===== src/rtl/sram_port_pkg.sv =====
// Shared types for the SRAM controller: the access phases and the pin
// control bundle derived from each phase. Assumes single-chip, single-word use.
package sram_port_pkg;

    typedef enum logic [2:0] {
        PH_IDLE,
        PH_READ,
        PH_TURN,
        PH_STROBE,
        PH_HOLD
    } phase_t;

    typedef struct packed {
        logic sel;     // both chip selects active
        logic rd_n;    // output enable, low active
        logic wr_n;    // write strobe, low active
        logic dq_drv;  // controller drives the data bus
    } pin_ctl_t;

    // Pin levels that belong to each phase
    function automatic pin_ctl_t pins_for(phase_t ph);
        pin_ctl_t p;
        p.sel    = (ph == PH_READ) || (ph == PH_STROBE) || (ph == PH_HOLD);
        p.rd_n   = (ph != PH_READ);
        p.wr_n   = (ph != PH_STROBE);
        p.dq_drv = (ph == PH_STROBE) || (ph == PH_HOLD);
        return p;
    endfunction

    function automatic int max4(int a, int b, int c, int d);
        int m;
        m = a;
        if (b > m) m = b;
        if (c > m) m = c;
        if (d > m) m = d;
        return m;
    endfunction

endpackage


===== src/rtl/sram_phase_seq.sv =====
// Phase sequencer: steps each accepted request through read, turnaround,
// strobe and hold phases, each lasting a parameter number of cycles (all >= 1).
// Pin controls are registered from the next phase so the memory sees no glitches.
module sram_phase_seq
    import sram_port_pkg::*;
#(
    parameter int RD_CYC       = 2,
    parameter int WR_PULSE_CYC = 2,
    parameter int WR_HOLD_CYC  = 1,
    parameter int TURN_CYC     = 1
) (
    input  logic     clk,
    input  logic     rst_n,
    input  logic     accept,
    input  logic     acc_write,
    output logic     ready,
    output logic     capture,
    output pin_ctl_t ctl
);
    localparam int MAX_CYC = max4(RD_CYC, WR_PULSE_CYC, WR_HOLD_CYC, TURN_CYC);
    localparam int CNT_W   = $clog2(MAX_CYC + 1);

    phase_t           phase, phase_nx;
    logic [CNT_W-1:0] cnt, cnt_nx;
    logic             last_rd, last_rd_nx;

    // Next phase, phase length and read-history decision
    always_comb begin
        phase_nx   = phase;
        cnt_nx     = cnt;
        last_rd_nx = last_rd;
        capture    = 1'b0;
        unique case (phase)
            PH_IDLE: if (accept) begin
                if (!acc_write) begin
                    phase_nx = PH_READ;
                    cnt_nx   = CNT_W'(RD_CYC - 1);
                end else if (last_rd) begin
                    phase_nx = PH_TURN;
                    cnt_nx   = CNT_W'(TURN_CYC - 1);
                end else begin
                    phase_nx   = PH_STROBE;
                    cnt_nx     = CNT_W'(WR_PULSE_CYC - 1);
                    last_rd_nx = 1'b0;
                end
            end
            PH_READ: if (cnt == '0) begin
                phase_nx   = PH_IDLE;
                capture    = 1'b1;
                last_rd_nx = 1'b1;
            end else cnt_nx = cnt - 1'b1;
            PH_TURN: if (cnt == '0) begin
                phase_nx   = PH_STROBE;
                cnt_nx     = CNT_W'(WR_PULSE_CYC - 1);
                last_rd_nx = 1'b0;
            end else cnt_nx = cnt - 1'b1;
            PH_STROBE: if (cnt == '0) begin
                phase_nx = PH_HOLD;
                cnt_nx   = CNT_W'(WR_HOLD_CYC - 1);
            end else cnt_nx = cnt - 1'b1;
            PH_HOLD: if (cnt == '0) phase_nx = PH_IDLE;
                     else cnt_nx = cnt - 1'b1;
            default: phase_nx = PH_IDLE;
        endcase
    end

    // Phase state, counter and registered pin controls
    always_ff @(posedge clk) begin
        if (!rst_n) begin
            phase   <= PH_IDLE;
            cnt     <= '0;
            last_rd <= 1'b0;
            ctl     <= pins_for(PH_IDLE);
        end else begin
            phase   <= phase_nx;
            cnt     <= cnt_nx;
            last_rd <= last_rd_nx;
            ctl     <= pins_for(phase_nx);
        end
    end

    assign ready = (phase == PH_IDLE);

    // Checker: strobe low-time counter
    logic [CNT_W:0] wr_low_cnt;
    always_ff @(posedge clk) begin
        if (!rst_n)         wr_low_cnt <= '0;
        else if (!ctl.wr_n) wr_low_cnt <= wr_low_cnt + 1'b1;
        else                wr_low_cnt <= '0;
    end

    assert_strobe_width_R5: assert property (@(posedge clk) disable iff (!rst_n)
        $rose(ctl.wr_n) |-> (wr_low_cnt == (CNT_W+1)'(WR_PULSE_CYC)));

    assert_strobe_selected_R5: assert property (@(posedge clk) disable iff (!rst_n)
        !ctl.wr_n |-> (ctl.sel && ctl.rd_n));

endmodule


===== src/rtl/sram_data_path.sv =====
// Data path: holds the accepted address and write byte on the memory pins
// until the next acceptance, and registers read data with a response pulse.
// Assumes mem_dq_in is settled by the last cycle of the read phase.
module sram_data_path #(
    parameter int ADDR_W = 17,
    parameter int DATA_W = 8
) (
    input  logic              clk,
    input  logic              rst_n,
    input  logic              accept,
    input  logic [ADDR_W-1:0] acc_addr,
    input  logic [DATA_W-1:0] acc_wdata,
    input  logic              capture,
    input  logic [DATA_W-1:0] dq_in,
    output logic [ADDR_W-1:0] mem_addr,
    output logic [DATA_W-1:0] dq_out,
    output logic              rsp_valid,
    output logic [DATA_W-1:0] rsp_rdata
);
    // Latch address and write byte on acceptance only
    always_ff @(posedge clk) begin
        if (!rst_n) begin
            mem_addr <= '0;
            dq_out   <= '0;
        end else if (accept) begin
            mem_addr <= acc_addr;
            dq_out   <= acc_wdata;
        end
    end

    // Capture read byte and raise a one-cycle response
    always_ff @(posedge clk) begin
        if (!rst_n) begin
            rsp_valid <= 1'b0;
            rsp_rdata <= '0;
        end else begin
            rsp_valid <= capture;
            if (capture) rsp_rdata <= dq_in;
        end
    end

    assert_rsp_single_R4: assert property (@(posedge clk) disable iff (!rst_n)
        rsp_valid |=> !rsp_valid);

endmodule


===== src/rtl/sram_port_ctrl.sv =====
// Top of the asynchronous SRAM controller. One request at a time over a
// valid/ready port; all memory pins come from registers. Timing parameters
// are cycle counts rounded up from the memory's ns limits (defaults: 10 ns clock).
module sram_port_ctrl
    import sram_port_pkg::*;
#(
    parameter int ADDR_W       = 17,
    parameter int DATA_W       = 8,
    parameter int RD_CYC       = 2,
    parameter int WR_PULSE_CYC = 2,
    parameter int WR_HOLD_CYC  = 1,
    parameter int TURN_CYC     = 1
) (
    input  logic              clk,
    input  logic              rst_n,
    input  logic              req_valid,
    output logic              req_ready,
    input  logic              req_write,
    input  logic [ADDR_W-1:0] req_addr,
    input  logic [DATA_W-1:0] req_wdata,
    output logic              rsp_valid,
    output logic [DATA_W-1:0] rsp_rdata,
    output logic              mem_sel_n,
    output logic              mem_sel,
    output logic              mem_wr_n,
    output logic              mem_rd_n,
    output logic [ADDR_W-1:0] mem_addr,
    output logic [DATA_W-1:0] mem_dq_out,
    output logic              mem_dq_drv,
    input  logic [DATA_W-1:0] mem_dq_in
);
    logic     accept;
    logic     capture;
    pin_ctl_t ctl;

    assign accept = req_valid && req_ready;

    sram_phase_seq #(
        .RD_CYC      (RD_CYC),
        .WR_PULSE_CYC(WR_PULSE_CYC),
        .WR_HOLD_CYC (WR_HOLD_CYC),
        .TURN_CYC    (TURN_CYC)
    ) u_seq (
        .clk      (clk),
        .rst_n    (rst_n),
        .accept   (accept),
        .acc_write(req_write),
        .ready    (req_ready),
        .capture  (capture),
        .ctl      (ctl)
    );

    sram_data_path #(
        .ADDR_W(ADDR_W),
        .DATA_W(DATA_W)
    ) u_dp (
        .clk      (clk),
        .rst_n    (rst_n),
        .accept   (accept),
        .acc_addr (req_addr),
        .acc_wdata(req_wdata),
        .capture  (capture),
        .dq_in    (mem_dq_in),
        .mem_addr (mem_addr),
        .dq_out   (mem_dq_out),
        .rsp_valid(rsp_valid),
        .rsp_rdata(rsp_rdata)
    );

    assign mem_sel_n  = !ctl.sel;
    assign mem_sel    = ctl.sel;
    assign mem_wr_n   = ctl.wr_n;
    assign mem_rd_n   = ctl.rd_n;
    assign mem_dq_drv = ctl.dq_drv;

    assert_reset_idle_R1: assert property (@(posedge clk)
        !rst_n |=> (mem_sel_n && !mem_sel && mem_wr_n && mem_rd_n && !mem_dq_drv && !rsp_valid));

    assert_busy_after_accept_R2: assert property (@(posedge clk) disable iff (!rst_n)
        accept |=> !req_ready);

    assert_read_pins_R3: assert property (@(posedge clk) disable iff (!rst_n)
        !mem_rd_n |-> (!mem_sel_n && mem_sel && mem_wr_n));

    assert_no_contention_R6: assert property (@(posedge clk) disable iff (!rst_n)
        mem_dq_drv |-> mem_rd_n);

    assert_pins_stable_busy_R7: assert property (@(posedge clk) disable iff (!rst_n)
        (!req_ready && $past(!req_ready)) |-> ($stable(mem_addr) && $stable(mem_dq_out)));

    assert_hold_after_strobe_R7: assert property (@(posedge clk) disable iff (!rst_n)
        $rose(mem_wr_n) |-> (mem_dq_drv && mem_sel));

endmodule


===== config.mk =====
export PLATFORM = sky130hd
export DESIGN_NAME = sram_port_ctrl
export DESIGN_NICKNAME = d
export VERILOG_FILES = /design/src/rtl/sram_port_pkg.sv /design/src/rtl/sram_phase_seq.sv /design/src/rtl/sram_data_path.sv /design/src/rtl/sram_port_ctrl.sv
export SDC_FILE = /design/constraint.sdc
export NUM_CORES = 1
export LEC_CHECK = 0
export BUFFER_PORTS_ARGS = -buffer_cell sky130_fd_sc_hd__buf_2
export CORE_MARGIN = 2
export CORE_UTILIZATION = 47
export CTS_BUF_LIST = sky130_fd_sc_hd__clkbuf_8 sky130_fd_sc_hd__clkbuf_16
export DETAILED_ROUTE_END_ITERATION = 8
export GPL_TIMING_DRIVEN = 0
export PLACE_DENSITY = 0.82
export SYNTH_ARGS = -nofsm -noshare
export SYNTH_HDL_FRONTEND = slang
export SYNTH_SLANG_ARGS = --single-unit

===== constraint.sdc =====
create_clock -name clk -period 2 [get_ports clk]
set_input_delay 0 -clock clk [delete_from_list [all_inputs] [get_ports clk]]
set_output_delay 0 -clock clk [all_outputs]
set_load 0.05 [all_outputs]

# Yosys cells after proc, flatten, opt, wreduce, memory -nomap -nowiden
# Cells that the tools add are included.
[op_classes]
n_addsub = 1
eq_ne = 14
n_mux = 22
n_reduce_logical = 12
[op_table]
columns = ["operator", "count"]
rows = [
  ["3-bit 2-to-1 mux", 5],
  ["3-bit one-hot mux with 4 select lines", 1],
  ["2-bit 2-to-1 mux", 5],
  ["3-bit by 2-bit == test with 1-bit output, second input constant", 3],
  ["1-bit 2-to-1 mux", 9],
  ["2-bit by 1-bit inequality test with 1-bit output, second input constant", 4],
  ["2-bit one-hot mux with 4 select lines", 1],
  ["3-bit by 1-bit == test with 1-bit output, second input constant", 2],
  ["3-bit == test, second input constant", 2],
  ["5-bit AND reduction", 1],
  ["4-bit nonzero test", 1],
  ["3-bit logical NOT", 1],
  ["1-bit logical OR", 3],
  ["3-bit by 1-bit inequality test with 1-bit output, second input constant", 1],
  ["3-bit by 2-bit inequality test with 1-bit output, second input constant", 1],
  ["1-bit one-hot mux with 3 select lines", 1],
  ["3-bit AND reduction", 1],
  ["3-bit nonzero test", 1],
  ["2-bit logical NOT", 1],
  ["2-bit inequality test, second input constant", 1],
  ["2-bit OR reduction", 1],
  ["2-bit by 1-bit subtractor with 2-bit output, second input constant", 1],
  ["1-bit logical AND", 1],
  ["1-bit logical NOT", 1],
]
[word_totals]
register_bits = 44
input_bits = 37
out_inout_bits = 40
elab_cells = 60

# Depth between registers and ports, before layout
# Gate-level depths: netlist of the first run.
[depth]
word_depth = 7
ltp_mapped = 8
ltp_nobuf = 7

# By module
# From an unflattened synthesis of the first run, not the netlist that was laid out.
[unflattened]
hier_cells = 176
hier_area_um2 = 1885.6
[by_module_without_submodules]
columns = ["mod", "n_inst", "cells_per_inst", "area_each_um2", "seq_area_each_um2"]
rows = [
  ["sram_data_path", 1, 108, 1293.7, 680.7],
  ["sram_phase_seq", 1, 66, 581.8, 200.2],
  ["sram_port_ctrl", 1, 2, 10.0, 0.0],
]

# Least setup slack after synthesis of the first run
# Ideal clock, no wire load.
[synth_path]
kind = "register to register"
startpoint = "register u_seq.phase[0]"
endpoint = "register u_dp.dq_out[0]"
setup_ns = 0.076
arrival_ns = 2.260
required_ns = 1.924
slack_ns = -0.335
stages_incl_launch_ff = 8
n_path_buf = 3
period_less_slack_ns = 2.335
path_cell_list = "dfxtp_1 -> buf_6 -> nor3_1 -> and2_1 -> buf_2 -> buf_2 -> nand2_1 -> a21boi_0"
[synth_via]
elab_chain_cells = 2
[synth_rtl]
columns = ["item", "line_no", "text"]
rows = [
  ["start: declaration", "sram_phase_seq.sv:23", "phase_t phase, phase_nx;"],
  ["start signal: assignment", "sram_phase_seq.sv:75", "phase <= phase_nx;"],
  ["3-bit logical NOT", "sram_phase_seq.sv:82", "assign ready = (phase == PH_IDLE);"],
  ["net req_ready", "sram_port_ctrl.sv:17", "output logic req_ready,"],
  ["1-bit logical AND", "sram_port_ctrl.sv:36", "assign accept = req_valid && req_ready;"],
  ["end signal: assignment", "sram_data_path.sv:27", "dq_out <= acc_wdata;"],
  ["end: declaration", "sram_data_path.sv:16", "output logic [DATA_W-1:0] dq_out,"],
]
# The timed path passes the listed nets, and every way through them passes these cells.
# A chain may end at the register's enable or synchronous reset.

# Worst setup path after layout of the first run
[layout_path]
startpoint = "register u_seq.cnt[0]"
endpoint = "register u_dp.rsp_rdata[2]"
[layout_via]
elab_chain_cells = 3
[layout_rtl]
columns = ["item", "line_no", "text"]
rows = [
  ["start: declaration", "sram_phase_seq.sv:24", "logic [CNT_W-1:0] cnt, cnt_nx;"],
  ["start signal: assignment", "sram_phase_seq.sv:76", "cnt <= cnt_nx;"],
  ["2-bit logical NOT", "sram_phase_seq.sv:47", "PH_READ: if (cnt == '0) begin"],
  ["1-bit 2-to-1 mux", "sram_phase_seq.sv:47", ""],
  ["1-bit 2-to-1 mux", "sram_phase_seq.sv:33", "unique case (phase)"],
  ["end signal: assignment", "sram_data_path.sv:38", "if (capture) rsp_rdata <= dq_in;"],
  ["end: declaration", "sram_data_path.sv:18", "output logic [DATA_W-1:0] rsp_rdata"],
]
# No other way between the ends.

==> results.md, run 1 <==
* Status: finished, final reports clean
* Post-Synth Adder-Cell Area at 0.0201
* Syn_area_per_cell at approximately 8.5 sq um
* Slew of the pin with the lowest slew margin at between 400 and 500 ps
* #FFs+latches synth at 44
* Num CTS Buffers at 5
* Cell at the root of the clock tree: clkbuf_8
* Combinational Power Share at 0.338
* Critical setup path kind: reg -> reg
* Crit path capture type: flip-flop
* Min Clock Period, post-route at 1740 ps
* DR vias at about 1,800
* Met1 WL at 2020 microns
* Compound-cell area share of the yosys netlist at 0.210
* First-pass GRT wire length at 7290 microns
* Critical Path AT at 1940 ps
* Clock slew seen by the registers of the worst setup and hold paths at approximately 80 ps
* Flop pwr share at 0.406
* Hold Crit Start: req_write
* Final core utilization at 0.732
* Largest vdd supply drop at 0.419 mV
* Remaining Overflow, GRT at 0
* Syn nets at 260
* Post-Synth XOR/XNOR Area at 0.00469
* Clock Skew at ~3.7 ps
* ANT cells at 0
* WL final at 4790 microns
* Commonest cells after routing, fill and taps aside: buf_2 (85), nand2_1 (72), dfxtp_1 (44)
* Sequential area share after synthesis at 0.472
* Worst skew pair latency at between 200 and 300 ps
* Total Power at between 2 and 3 mW
* Startpoint Class: flip-flop
* Clock Path Buffers at 2
* Number of max-cap violations at 0
* Layout Nets at 374
* Setup violations, final at 0
* Int Pwr at 1.62 mW
* Vias in the first global route at around 1,700
* Final Worst Setup Slack at between 200 and 300 ps
* Max-slew headroom at 0.671
* Post-Synth Simple-Gate Area at 0.225
* Mapped Cells at 220
* TNS Setup at 0 ps
* Core ar. at roughly 3700 sq um
* Initial antenna violation count at 0
* CP max FO at 9
* Unrepaired setup endpoints after global routing: no
* # DRC at 0
* Initial DRC Count at 57
* Total track usage at 0.214
* Switch share at 0.357
* Layout cell share with drive strength beyond 1 at 0.296
* Crit share post-route at 0.870
* Launch point of the critical path: u_seq.cnt[0]$_SDFFE_PN0P_
* Critical path data required time at approximately 2200 ps
* Via density at between 4 and 5
* Number of I/O port buffers at 76
* HP Class: in -> reg
* Routed wl met3 at 309 microns
* GP Congestion at between 0.8 and 0.9
* Pre-antenna DRT Iters at 4
* Die area at around 4500 sq um
* Drt wl/cell at around 13 microns
* Hpwl dp at about 3000 microns
* Area grow syn2layout at 46.9%
* CTS Sinks at between 40 and 50
* Most common cell after layout, fill and taps aside: buf_2
* DR WL met2 at 2420 microns
* Row cnt at 22
* Largest family of logic cells by synthesized area: simple AND/OR/NAND/NOR gates
* Post-Place Setup Slack at 143 ps
* CTS tree: done
* Post-CTS setup-driven buffer insertion count at 0
* Height of the die at around 67 microns
* Initial cell density of the core at 0.498
* Clock power frac at 0.256
* Switching pwr at around 900 uW
* Top sig layer: met4
* H-tree levels at 2
* Largest net degree at the start of global routing at 14
* Power per cell area at between 900 and 1000 nW/um^2
* Mapped Area at between 1500 and 2000 sq um
* Post-synthesis mux area share at 0.00537
* Antenna-violating nets left at 0
* Die width at approximately 67 microns
* Max Fclk at between 0.5 and 0.6 GHz
* Netlist cell types at 36
* Endpoints failing hold at 0
* Lkg Pwr at ~1.3 nW
* I/O pin cnt at just under 80
* Reg2reg start: u_seq.cnt[0]$_SDFFE_PN0P_
* Max-slew violation count at 0
* Reg2Reg Setup Slack at around 260 ps
* Ys Warns at 0
==> worst max-delay path, cell delays in order, from the launching register on <==
cell and delay [ps]:
dfxtp_1 350, inv_1 90, ha_1 320, and3b_1 300, nor2b_1 140, buf_2 200
nand2_1 80, a21boi_0 180
==> final timing paths <==
path / end / cells past startpoint
worst min-delay path: u_seq.ctl[3]$_SDFF_PN0_ / 4
worst max-delay path: u_dp.rsp_rdata[2]$_SDFFE_PN0P_ / 7
worst min register to register: u_dp.mem_addr[1]$_SDFFE_PN0P_ / 2
worst max register to register: u_dp.rsp_rdata[2]$_SDFFE_PN0P_ / 7
==> repair_timing <==
item	4_1_cts	5_1_grt
hold buffers	33	0
endpoints found under the hold margin	33	0
setup endpoints to repair	0	5
resized for setup	0	0
==> power groups by stage <==
| stage | registers [mW] | logic (mW) | clock network [mW] |
|---|---|---|---|
| 2_1_floorplan | 1.29 | 0.355 | 0 |
| 3_3_place_gp | 1.04 | 0.787 | 0 |
| 3_5_place_dp | 1.04 | 0.798 | 0 |
| 4_1_cts | 1.02 | 0.851 | 0.653 |
| 5_1_grt | 1.03 | 0.923 | 0.697 |
| 6_report | 1.02 | 0.852 | 0.644 |
==> stage by stage <==
stage | cell area, sq um | hold slack [ps] | instances
final | 2740 | 172 | 383
after global routing | 2740 | 198 | 383
after CTS | 2750 | 166 | 385
after detailed placement | 2310 | 253 | 344
after global placement | 2310 | 246 | 344
after floorplan | 1870 | 135 | 220
==> cells in the mapped netlist <==
cell type	count	share of area
o32ai_1	1	0.0047
ha_1	3	0.020
nor2_1	6	0.012
a32o_1	1	0.0054
a21oi_4	1	0.0087
a22o_1	1	0.0047
or4b_4	1	0.0074
clkbuf_1	7	0.014
nor3b_1	2	0.0080
dfxtp_1	44	0.47
a21oi_1	4	0.011
a21boi_0	29	0.12
o211a_1	1	0.0054
mux2i_1	1	0.0054
o31ai_2	1	0.0067
buf_2	9	0.024
nor2b_1	3	0.010
xor2_1	1	0.0047
and2_1	4	0.013
a21boi_1	4	0.016
nand2_1	72	0.14
o21ai_0	2	0.0054
nor4_1	1	0.0034
o41ai_1	1	0.0047
nor4b_1	1	0.0047
a221o_1	1	0.0054
nand3b_1	1	0.0040
a21o_1	1	0.0040
buf_6	2	0.012
and3b_1	1	0.0047
nor3_1	1	0.0027
a22oi_1	1	0.0040
inv_1	6	0.012
o21ai_2	1	0.0047
o21ai_1	1	0.0027
nand2b_1	3	0.010
==> state kept, by name (all words and copies together) (netlist names) <==
| name | count |
|---|---|
| u_dp.rsp_valid | 1 |
| u_dp.dq_out | 8 |
| u_dp.mem_addr | 17 |
| u_dp.rsp_rdata | 8 |
| u_seq.phase | 3 |
| u_seq.cnt | 2 |
| u_seq.ctl | 4 |
| u_seq.last_rd | 1 |
==> metal layers <==
metal / vias to the layer above / track usage
met5: - / 0
met4: 0 / 0.0561
met3: 4 / 0.0473
met2: 54 / 0.401
met1: 818 / 0.241
li1: 948 / -
==> area by class of cell <==
type,instances,area (sq um)
Buffer,16,86.3
Clock buffer,5,68.8
Clock inverter,3,38.8
Fill cell,278,1000
Inverter,6,22.5
Multi-Input combinational cell,152,873
Sequential cell,44,881
Tap cell,48,60.1
Timing Repair Buffer,109,711
==> cell families (layout without fill, tap and decap cells) <==
| logic type | count (synthesis) | count (layout) |
|---|---|---|
| AO/OA/AOI/OAI | 51 | 51 |
| XOR/XNOR | 1 | 1 |
| adder cells (fa/ha/maj) | 3 | 3 |
| buffers and inverters | 24 | 139 |
| flip-flops | 44 | 44 |
| multiplexers | 1 | 1 |
| AND/OR/NAND/NOR | 96 | 96 |
Note: power is estimated with default switching activity, not from simulation.
==> run 2: changes to the inputs <==
BUFFER_PORTS_ARGS = not set   (was -buffer_cell sky130_fd_sc_hd__buf_2)
CORE_UTILIZATION = 53   (was 47)
DONT_BUFFER_PORTS = 1   (was not set)
PLACE_DENSITY = 0.72   (was 0.82)
==> results.md, run 2 (synthesis gave the netlist of run 1 again) <==
* Endpoints failing hold at 0
* WL final at ~4500 microns
* Number of max-cap violations at 0
* Max-slew violation count at 0
* Power per cell area at 1020 nW/um^2
* GR Util met1 at 0.273
* Core ar. at around 3400 sq um
* Height of the die at ~63 microns
* Die area at between 4000 and 5000 sq um
* CP max FO at 10
* ANT cells at 0
* Layout cell share with drive strength beyond 1 at 0.0923
* Number of I/O port buffers at 0
* First-pass GRT wire length at about 7400 microns
* Met3 GRT Util at 0.0768
* Reg with most FFs: u_dp.mem_addr
* Clock Path Buffers at 2
* Clock Skew at 4.48 ps
* CTS tree: done
* HP Class: in -> reg
* Placed insts at between 200 and 300
* GP Congestion at slightly below 0.8
* I/O pin cnt at a little under 80
* Initial DRC Count at between 100 and 150
* Critical path data required time at 2220 ps
* Layout Nets at about 300
* Vias in the first global route at 1,555
* Initial antenna violation count at 0
* Hpwl dp at between 2000 and 3000 microns
* Via density at ~5.3
* Num CTS Buffers at 5
* Crit path capture type: flip-flop
* Largest registers: u_dp.mem_addr (17), u_dp.dq_out (8), u_dp.rsp_rdata (8)
* Startpoint Class: flip-flop
* Critical Path AT at about 2100 ps
* Drt wl/cell at around 15 microns
* CTS Sinks at 44
* Fillers at 247
* Cell at the root of the clock tree: clkbuf_8
* Post-Place Setup Slack at -126 ps
* Largest vdd supply drop at slightly below 0.7 mV
* Final Worst Setup Slack at between 100 and 150 ps
* H-tree levels at 2
* Status: finished, final reports clean
* Largest net degree at the start of global routing at 14
* Worst skew pair latency at about 290 ps
* Gr busiest metal: met2
* Total track usage at 0.234
* Remaining Overflow, GRT at 0
* Slew of the pin with the lowest slew margin at about 570 ps
* Pre-antenna DRT Iters at 4
* Unrepaired setup endpoints after global routing: yes
* Setup violations, final at 0
* Lkg Pwr at 0.959 nW
* Crit share post-route at 0.930
* Most common cell after layout, fill and taps aside: nand2_1
* Post-Layout Cell Count at about 300
* Met2 GRT Util at 0.408
* Initial cell density of the core at 0.555
* Max-slew headroom at 0.617
* Die width at 63.3 microns
* Area grow syn2layout at 27.9%
* Max Fclk at between 0.5 and 0.6 GHz
* Min Clock Period, post-route at approximately 1900 ps
* Clock slew seen by the registers of the worst setup and hold paths at roughly 80 ps
* DR vias at ~1,600
* Max reg flops at 17
* Critical setup path kind: reg -> reg
* Antenna-violating nets left at 0
* Commonest cells after routing, fill and taps aside: nand2_1 (72), dfxtp_1 (44), dlygate4sd3_1 (34)
* Row cnt at 21
* Total Power at between 2 and 2.5 mW
* # DRC at 0
## run 2: cell types whose count changed in the layout (fill, tap and decap cells not counted)
cell           before  now
nor3_2              1    0
clkbuf_4            0    2
buf_2              85    7
nor3_4              0    1
nor4_2              0    1
nor4_1              1    0
dlygate4sd3_1      33   34
## run 2: final timing paths
path                                           startpoint                       endpoint  cells past startpoint  slack, ps
worst max-delay path            u_seq.phase[2]$_SDFF_PN0_  u_dp.mem_addr[3]$_SDFFE_PN0P_                      7        140
worst min-delay path                            req_write        u_seq.ctl[3]$_SDFF_PN0_                      3         20
worst max register to register  u_seq.phase[2]$_SDFF_PN0_  u_dp.mem_addr[3]$_SDFFE_PN0P_                      7        140
worst min register to register  u_seq.cnt[1]$_SDFFE_PN0P_      u_seq.cnt[1]$_SDFFE_PN0P_                      3        610
## run 2: area by class of cell
cell class                 count  area (sq um)  area share
clock inverter                 3          38.8      0.0163
tap                           46          57.6      0.0241
clock buffer                   5          68.8      0.0288
inverter                       6          22.5     0.00944
multi-input combinational    152           886       0.371
sequential                    44           881       0.369
buffer                        16          91.3      0.0383
timing repair buffer          34           340       0.143
## run 2: power breakdown
group	internal (mW)	switching (mW)	leakage, nW	total, mW
clock	0.365	0.286	0.0593	0.652
sequential	0.969	0.322	0.360	1.29
combinational	0.217	0.283	0.539	0.499
## run 2: layer usage
layer	vias up	routed length [microns]
li1	794	-
met1	765	1980
met2	63	2150
met3	4	311
met4	0	33
met5	-	0
## run 2: metrics by stage
step / TNS [ps] / utilization / area, sq um / hold WS [ps]
finish: 0 / 0.709 / 2390 / 20.9
global route: -21.4 / 0.709 / 2390 / 23.8
CTS: 0 / 0.708 / 2380 / 24.2
detailed placement: -913 / 0.573 / 1930 / 147
global placement: -242 / 0.573 / 1930 / 137
floorplan: 0 / - / 1870 / 135
## run 2: worst max-delay path, stage by stage, from the launching register on
cell and delay [ps]:
dfxtp_1 300, buf_2 170, nor3_4 460, and2_1 210, buf_2 170, clkbuf_4 220
nand2_1 80, a21boi_0 170
## run 2: timing repair
action	in CTS	in global routing
buffers inserted	0	0
hold endpoints to repair	34	0
resized for setup	1	3
hold buffers	34	0
endpoints found under the setup margin	20	7
==> run 3: changes to the inputs <==
MAX_ROUTING_LAYER = met4   (was not set)
==> results.md, run 3 (synthesis gave the netlist of run 1 again) <==
* Status: finished, final reports clean
* Cell at the root of the clock tree: clkbuf_8
* WL final at approximately 4400 microns
* Layout Nets at 299
* Area grow syn2layout at 27.9%
* Height of the die at roughly 63 microns
* H-tree levels at 2
* Post-CTS setup-driven buffer insertion count at 0
* Row cnt at 21
* Initial cell density of the core at 0.555
* I/O pin cnt at 77
* Most common cell after layout, fill and taps aside: nand2_1
* Layout cell share with drive strength beyond 1 at 0.0923
* Setup violations, final at 0
* Largest vdd supply drop at 0.686 mV
* Core ar. at 3360 sq um
* Crit share post-route at 0.926
* Clock Path Buffers at 2
* CTS tree: done
* Placed insts at about 270
* Reg with most FFs: u_dp.mem_addr
* Largest registers: u_dp.mem_addr (17), u_dp.dq_out (8), u_dp.rsp_rdata (8)
* Critical Path AT at between 2000 and 2500 ps
* Max reg flops at 17
* Final Worst Setup Slack at ~150 ps
* Footprint of the multi-input gates at approximately 890 sq um
* Critical path data required time at 2210 ps
* Startpoint Class: flip-flop
* Final core utilization at 0.709
* Pre-antenna DRT Iters at 4
* Hpwl dp at about 2900 microns
* Initial antenna violation count at 0
* Post-Place Setup Slack at -126 ps
* Int Pwr at around 1.6 mW
* Total track usage at 0.239
* Reg2Reg Setup Slack at around 150 ps
* GP Congestion at slightly below 0.8
* Power per cell area at between 1000 and 1500 nW/um^2
* Worst skew pair latency at between 200 and 300 ps
* ANT cells at 0
* Slew of the pin with the lowest slew margin at between 500 and 600 ps
* # DRC at 0
* Unrepaired setup endpoints after global routing: yes
* Combinational Power Share at 0.205
* CP max FO at 10
* First-pass GRT wire length at 7380 microns
* Crit path capture type: flip-flop
* Antenna-violating nets left at 0
* Clock power frac at 0.264
* Switching pwr at just under 900 uW
* Via density at 5.27
* Hold Crit Start: req_write
* Die width at around 63 microns
* Clock Skew at 4.60 ps
* Max Fclk at between 0.5 and 0.6 GHz
* HP Class: in -> reg
* FF+latch area at 881 sq um
* Commonest cells after routing, fill and taps aside: nand2_1 (72), dfxtp_1 (44), dlygate4sd3_1 (34)
* Drt wl/cell at roughly 14 microns
* Flop pwr share at 0.531
* Die area at ~4000 sq um
* Total Power at between 2 and 2.5 mW
* Number of I/O port buffers at 0
* Launch point of the critical path: u_seq.phase[2]$_SDFF_PN0_
* Max-slew violation count at 0
* Vias in the first global route at 1,560
* CTS Sinks at 44
* Switch share at 0.362
* Largest net degree at the start of global routing at 14
* Endpoints failing hold at 0
* Number of max-cap violations at 0
* Clock slew seen by the registers of the worst setup and hold paths at 80 ps
* Max-slew headroom at 0.622
* Remaining Overflow, GRT at 0
* Fillers at between 200 and 250
* Critical setup path kind: reg -> reg
* Min Clock Period, post-route at approximately 1900 ps
* Lkg Pwr at ~0.96 nW
* Num CTS Buffers at 5
* Hold Slack at around 26 ps
* Initial DRC Count at between 100 and 150
* Reg2reg start: u_seq.phase[2]$_SDFF_PN0_
* DR vias at 1,614
* Post-Layout Cell Count at 306
==> run 3: cell counts in the layout (fill, tap and decap cells not counted) <==
Identical to the previous run, type by type.
==> run 3: layout make-up <==
| class | count | share of cell area |
|---|---|---|
| multi-input cells | 152 | 0.371 |
| flip-flops and latches | 44 | 0.369 |
| repair buffers | 34 | 0.143 |
| plain buffers | 16 | 0.0383 |
| clock buffers | 5 | 0.0288 |
| well taps | 46 | 0.0241 |
| clock inverters | 3 | 0.0163 |
| inverters | 6 | 0.00944 |
==> run 3: worst paths after layout <==
| check | cells past startpoint | endpoint |
|---|---|---|
| setup / recovery | 7 | u_dp.mem_addr[3]$_SDFFE_PN0P_ |
| hold / removal | 3 | u_seq.ctl[3]$_SDFF_PN0_ |
| setup reg to reg | 7 | u_dp.mem_addr[3]$_SDFFE_PN0P_ |
| hold reg to reg | 3 | u_seq.cnt[1]$_SDFFE_PN0P_ |
==> run 3: metrics by stage <==
step	cell area (sq um)	TNS (ps)
after detailed placement	1930	-913
after floorplan	1870	0
after global placement	1930	-242
after global routing	2390	-19.2
final	2390	0
after CTS	2380	0
==> run 3: critical path, cell delays in order (launching register included) <==
cell and delay [ps]:
dfxtp_1 300, buf_2 170, nor3_4 460, and2_1 200
buf_2 170, clkbuf_4 220, nand2_1 80, a21boi_0 170
==> run 3: metal layers <==
metal  vias up  global-route usage  wire [microns]
li1        793                   -               -
met4         0              0.0652              20
met3         2              0.0768             312
met5         -                   -               0
met2        54               0.411            2160
met1       765               0.267            1940
==> run 3: power groups by stage <==
stage / Clock [mW] / Sequential [mW] / Combinational [mW]
after detailed placement: 0 / 1.31 / 0.428
after CTS: 0.659 / 1.29 / 0.487
after global routing: 0.695 / 1.30 / 0.561
after global placement: 0 / 1.31 / 0.403
final: 0.641 / 1.29 / 0.499
after floorplan: 0 / 1.29 / 0.355
==> run 3: repair_timing <==
item	4_1_cts	5_1_grt
hold buffers	34	0
endpoints found under the hold margin	34	0
setup endpoints to repair	20	7
gates resized for setup	1	3
